--- src/rtl/booth_pkg.sv ---
package booth_pkg;

    typedef enum logic [2:0] {
        DIG_ZERO = 3'd0,
        DIG_POS1 = 3'd1,
        DIG_POS2 = 3'd2,
        DIG_NEG1 = 3'd3,
        DIG_NEG2 = 3'd4
    } booth_dig_e;

    // Radix-4 recoding of the triplet {y[2i+1], y[2i], y[2i-1]}
    function automatic booth_dig_e recode(input logic [2:0] trip);
        booth_dig_e d;
        case (trip)
            3'b001, 3'b010: d = DIG_POS1;
            3'b011:         d = DIG_POS2;
            3'b100:         d = DIG_NEG2;
            3'b101, 3'b110: d = DIG_NEG1;
            default:        d = DIG_ZERO;
        endcase
        return d;
    endfunction

endpackage

--- src/rtl/lead_range.sv ---
module lead_range #(
    parameter int W  = 16,
    parameter int RW = $clog2(W + 1)
) (
    input  logic [W-1:0]  val,
    output logic [RW-1:0] range_o
);

    logic [RW-1:0] redund;

    always_comb begin
        logic run;
        run    = 1'b1;
        redund = '0;
        for (int i = W - 2; i >= 0; i--) begin
            if (run && (val[i] == val[W-1])) begin
                redund = redund + 1'b1;
            end else begin
                run = 1'b0;
            end
        end
    end

    assign range_o = RW'(W) - redund;

endmodule

--- src/rtl/operand_steer.sv ---
module operand_steer #(
    parameter int W  = 16,
    parameter int RW = $clog2(W + 1)
) (
    input  logic [W-1:0]  op_a,
    input  logic [W-1:0]  op_b,
    output logic [W-1:0]  mplier,
    output logic [W-1:0]  mcand,
    output logic          swap,
    output logic [RW-1:0] rng_a,
    output logic [RW-1:0] rng_b
);

    lead_range #(.W(W), .RW(RW)) u_rng_a (.val(op_a), .range_o(rng_a));
    lead_range #(.W(W), .RW(RW)) u_rng_b (.val(op_b), .range_o(rng_b));

    // strict compare: a tie leaves op_a on the recoded side
    assign swap   = (rng_b < rng_a);
    assign mplier = swap ? op_b : op_a;
    assign mcand  = swap ? op_a : op_b;

endmodule

--- src/rtl/booth_segment.sv ---
module booth_segment
    import booth_pkg::*;
#(
    parameter int MC_W       = 16,
    parameter int SEG_W      = 8,
    parameter bit SIGNED_SEG = 1'b0,
    parameter int OUT_W      = 32,
    parameter int ND_U       = SEG_W / 2 + 1
) (
    input  logic [MC_W-1:0]  mcand,
    input  logic [SEG_W-1:0] seg,
    output logic [OUT_W-1:0] prod,
    output logic [ND_U-1:0]  dig_zero,
    output logic [ND_U-1:0]  pp_zero
);

    localparam int EXT_W = SIGNED_SEG ? SEG_W : SEG_W + 2;
    localparam int ND    = EXT_W / 2;

    logic [EXT_W:0]   ybits;
    logic [OUT_W-1:0] mc_ext;
    logic [OUT_W-1:0] pp [ND];
    logic [ND-1:0]    dz;
    logic [ND-1:0]    pz;

    assign mc_ext = {{(OUT_W - MC_W){mcand[MC_W-1]}}, mcand};

    generate
        if (SIGNED_SEG) begin : g_sext
            assign ybits = {seg, 1'b0};
        end else begin : g_zext
            assign ybits = {2'b00, seg, 1'b0};
        end
    endgenerate

    for (genvar i = 0; i < ND; i++) begin : g_dig
        booth_dig_e       dig;
        logic [OUT_W-1:0] base;
        logic             neg;
        logic [2:0]       trip;

        assign trip = ybits[2*i+2 -: 3];
        assign dig  = recode(trip);

        always_comb begin
            unique case (dig)
                DIG_POS1, DIG_NEG1: base = mc_ext;
                DIG_POS2, DIG_NEG2: base = mc_ext << 1;
                default:            base = '0;
            endcase
        end

        assign neg   = (dig == DIG_NEG1) || (dig == DIG_NEG2);
        assign pp[i] = neg ? (((~base) << (2*i)) + (OUT_W'(1) << (2*i)))
                           : (base << (2*i));
        assign dz[i] = (trip == 3'b000) || (trip == 3'b111);
        assign pz[i] = (pp[i] == '0);
    end

    always_comb begin
        prod = '0;
        for (int i = 0; i < ND; i++) begin
            prod = prod + pp[i];
        end
    end

    generate
        if (ND < ND_U) begin : g_pad
            assign dig_zero = {1'b0, dz};
            assign pp_zero  = {1'b1, pz};
        end else begin : g_full
            assign dig_zero = dz;
            assign pp_zero  = pz;
        end
    endgenerate

endmodule

--- src/rtl/booth_part_mult.sv ---
module booth_part_mult #(
    parameter int WIDTH = 16,
    parameter int SEG_W = 8
) (
    input  logic               clk,
    input  logic               rst_n,
    input  logic               in_valid,
    input  logic [WIDTH-1:0]   op_a,
    input  logic [WIDTH-1:0]   op_b,
    output logic               out_valid,
    output logic [2*WIDTH-1:0] product
);

    localparam int PW    = 2 * WIDTH;
    localparam int NSEG  = WIDTH / SEG_W;
    localparam int RNG_W = $clog2(WIDTH + 1);
    localparam int ND_U  = SEG_W / 2 + 1;
    localparam int ZB_W  = NSEG * ND_U;

    logic [WIDTH-1:0] mplier;
    logic [WIDTH-1:0] mcand;
    logic             swap;
    logic [RNG_W-1:0] rng_a;
    logic [RNG_W-1:0] rng_b;
    logic [PW-1:0]    seg_prod [NSEG];
    logic [ZB_W-1:0]  dig_zero;
    logic [ZB_W-1:0]  pp_zero;
    logic [PW-1:0]    sum_c;

    operand_steer #(.W(WIDTH), .RW(RNG_W)) u_steer (
        .op_a   (op_a),
        .op_b   (op_b),
        .mplier (mplier),
        .mcand  (mcand),
        .swap   (swap),
        .rng_a  (rng_a),
        .rng_b  (rng_b)
    );

    for (genvar s = 0; s < NSEG; s++) begin : g_seg
        booth_segment #(
            .MC_W       (WIDTH),
            .SEG_W      (SEG_W),
            .SIGNED_SEG (s == NSEG - 1),
            .OUT_W      (PW),
            .ND_U       (ND_U)
        ) u_seg (
            .mcand    (mcand),
            .seg      (mplier[s*SEG_W +: SEG_W]),
            .prod     (seg_prod[s]),
            .dig_zero (dig_zero[s*ND_U +: ND_U]),
            .pp_zero  (pp_zero[s*ND_U +: ND_U])
        );
    end

    always_comb begin
        sum_c = '0;
        for (int s = 0; s < NSEG; s++) begin
            sum_c = sum_c + (seg_prod[s] << (s * SEG_W));
        end
    end

    always_ff @(posedge clk) begin
        if (!rst_n) begin
            out_valid <= 1'b0;
            product   <= '0;
        end else begin
            out_valid <= in_valid;
            if (in_valid) begin
                product <= sum_c;
            end
        end
    end

endmodule

--- config.mk ---
export PLATFORM = sky130hd
export DESIGN_NAME = booth_part_mult
export DESIGN_NICKNAME = d
export VERILOG_FILES = /design/src/rtl/booth_pkg.sv /design/src/rtl/lead_range.sv /design/src/rtl/operand_steer.sv /design/src/rtl/booth_segment.sv /design/src/rtl/booth_part_mult.sv
export SDC_FILE = /design/constraint.sdc
export NUM_CORES = 1
export LEC_CHECK = 0
export ABC_AREA = 1
export ABC_CLOCK_PERIOD_IN_PS = 21000
export BUFFER_PORTS_ARGS = -buffer_cell sky130_fd_sc_hd__buf_2
export CAP_MARGIN = 25
export CORE_MARGIN = 8
export CORE_UTILIZATION = 65
export CTS_CLUSTER_DIAMETER = 50
export DETAILED_ROUTE_END_ITERATION = 7
export GPL_TIMING_DRIVEN = 0
export PLACE_DENSITY = 0.83
export SLEW_MARGIN = 20
export SYNTH_ARGS = -nofsm -noshare
export SYNTH_HDL_FRONTEND = slang
export SYNTH_SLANG_ARGS = --single-unit
--- constraint.sdc ---
create_clock -name clk -period 21 [get_ports clk]
set_input_delay 2.1 -clock clk [delete_from_list [all_inputs] [get_ports clk]]
set_output_delay 2.1 -clock clk [all_outputs]
set_load 0.05 [all_outputs]
==> flow_metrics.env <==
export IMPL_yosys_warnings=0
export IMPL_final_max_slew_violation_count=0
export IMPL_cts_setup_buffers=0
export IMPL_grt_use_total_pct=33.0
export IMPL_cts_max_path_buffers=2
export IMPL_worstSetupPathType="in -> reg"
export IMPL_synthTopCellsByArea="fa_1, nand2_1, inv_1"
export IMPL_postSynthCellCount=2403
export IMPL_slew_limit_headroom_pct=34.5
export IMPL_tns_ns=0
export IMPL_num_fill_cells=2146
export IMPL_dp_hpwl_microns=40300
export IMPL_maxCapViolations=0
export IMPL_die_height_microns=172
export IMPL_worstMarginPinSlew_ns=0.975
export IMPL_dieArea_sq_um=29400
export IMPL_max_freq_mhz=53.0
export IMPL_floorplan_rows=57
export IMPL_skew_ns=0
export IMPL_root_buffer="clkbuf_16"
export IMPL_drive_gt1_share_pct=13.8
export IMPL_nets=2750
export IMPL_dr_pass1_iters=6
export IMPL_setup_viol=0
export IMPL_critical_path_max_stage_delay_ns=0.64
export IMPL_grt_max_degree=12
export IMPL_routed_wirelength_microns=48000
export IMPL_path_max_fanout=10
export IMPL_ys_ff_latch=33
export IMPL_clkLatencyLatePin_ns=0.29
export IMPL_antenna_cells=0
export IMPL_ys_seq_area_share_pct=4.20
export IMPL_cp_start_kind="input port"
export IMPL_drtIter0Drc=1531
export IMPL_critical_path_required_ns=21.18
export IMPL_final_cells=2800
export IMPL_ctsHoldBuffers=0
export IMPL_antenna_found_initial=2
export IMPL_cts_resized=0
export IMPL_dp_cells=2791
export IMPL_fin_crit_ns=18.86
export IMPL_core_sq_um=24000
export IMPL_synth_top_area_share_pct=17.2
export IMPL_async_flop_share_pct=0
export IMPL_drcViolationCount=0
export IMPL_min_path_type="reg -> reg"
export IMPL_grt_overflow_total=0
export IMPL_rsz0062_at_grt="false"
export IMPL_path_clk_slew_ns=0.06
export IMPL_htree_levels=2
export IMPL_critical_path_top_delay_family="adder cells"
export IMPL_cpMostUsedCell="nand2_1"
export IMPL_ant_nets=0
export IMPL_fin_util_pct=69.0
export IMPL_hold_ws_ns=0.472
export IMPL_worst_setup_path_end_kind="register"
export IMPL_arrival_ns=19.05
export IMPL_synth_edff_count=0
export IMPL_cts_inserted_buffers=5
export IMPL_ios=68
export IMPL_min_period_over_period_pct=89.8
export IMPL_yosys_area_top_type="fa_1"
export IMPL_syn_nets=2678
export IMPL_synth_area_sq_um=15700
export IMPL_grt_pass1_wl_microns=77200
export IMPL_hold_viol_final=0
export IMPL_tritoncts="built"
export IMPL_synth_ff_type="dfxtp_1"
export IMPL_route_vias_total=15700
export IMPL_grt_pass1_vias=15400
export IMPL_worst_path_buf_inv=17
export IMPL_final_common_cell="nand2_1"
export IMPL_start_util_pct=65.4
export IMPL_outcome="finished, final reports clean"
export IMPL_port_buffers=64
export IMPL_final_cell_mix="nand2_1, inv_1, nor2_1"
export IMPL_area_growth_pct=5.57
export IMPL_ys_types=72
export IMPL_viasPerCell=5.62
export IMPL_fp_dieW_microns=172
export IMPL_syn_area_per_cell_sq_um=6.54
export IMPL_cpMaxStageDelayCell="o21ai_1"
export IMPL_cts_sinks=33
export IMPL_routabilityCongestion=1.00
export IMPL_routedWlPerCell_microns=17.1
[synthesized netlist by cell type (all sizes together), types with 5 or more instances]
cell type  instances
inv              434
nand3            116
xnor2             78
ha               105
nand4             24
xor2             106
a21oi            102
clkinv             7
nor2             262
nor4               5
buf               45
o21ai            194
a31oi             16
or2                7
a22oi              7
nor3              19
nand2            637
o22ai              9
o21bai            14
clkbuf            14
dfxtp             33
fa               135
[metal layers]
| layer | global-route usage, % | vias to the layer above | wire length (microns) |
|---|---|---|---|
| met5 | 0 | - | 16 |
| met4 | 14.7 | 4 | 2030 |
| met3 | 2.94 | 135 | 3880 |
| met2 | 57.1 | 766 | 22400 |
| met1 | 41.3 | 7194 | 19600 |
| li1 | - | 7627 | - |
[area by class of cell]
cell class / count / area, sq um / area share, %
multi-input cells: 1869 / 12900 / 77.6
inverters: 441 / 1680 / 10.1
flip-flops and latches: 33 / 661 / 3.98
plain buffers: 60 / 507 / 3.05
well taps: 324 / 405 / 2.44
repair buffers: 65 / 328 / 1.98
clock buffers: 5 / 125 / 0.754
clock inverters: 3 / 17.5 / 0.106
[logic make-up after synthesis]
| logic type | after synthesis | share of synthesized area [%] |
|---|---|---|
| muxes | 3 | 0.199 |
| xor gates and xnor gates | 184 | 10.3 |
| and+or+nand+nor | 1078 | 30.9 |
| AOI/OAI and AO/OA | 364 | 14.9 |
| buffers and inverters | 501 | 13.9 |
| adders and majority gates | 240 | 25.6 |
| DFF | 33 | 4.20 |
[worst reg2reg max path, stage by stage, from the launching register on]
cell	delay, ns
dfxtp_1	0.30
nor2_1	0.08
nor2_1	0.05
o21ai_0	0.11
inv_1	0.06
[worst paths after layout]
path | startpoint | to | slack (ns) | depth (start not counted)
min reg2reg | product[1] | product[1] | 0.47 | 2
max | op_a[15] | product[31] | 2.14 | 92
max reg2reg | product[20] | product[20] | 20.28 | 4
min | product[1] | product[1] | 0.47 | 2
[per-stage QoR]
| stage | cell area [sq um] | setup WS [ns] |
|---|---|---|
| after CTS | 16600 | 2.34 |
| after global routing | 16600 | 0.616 |
| after global placement | 16400 | 2.60 |
| after detailed placement | 16400 | 2.11 |
| final | 16600 | 2.14 |
| after floorplan | 15700 | 4.16 |
[sequential cells by signal, summed over array words and instances, names as in the netlist]
name       count
product       32
out_valid      1
Power is not shown: default switching activity piles up to over one toggle a cycle in this logic, so the estimate is an artifact.
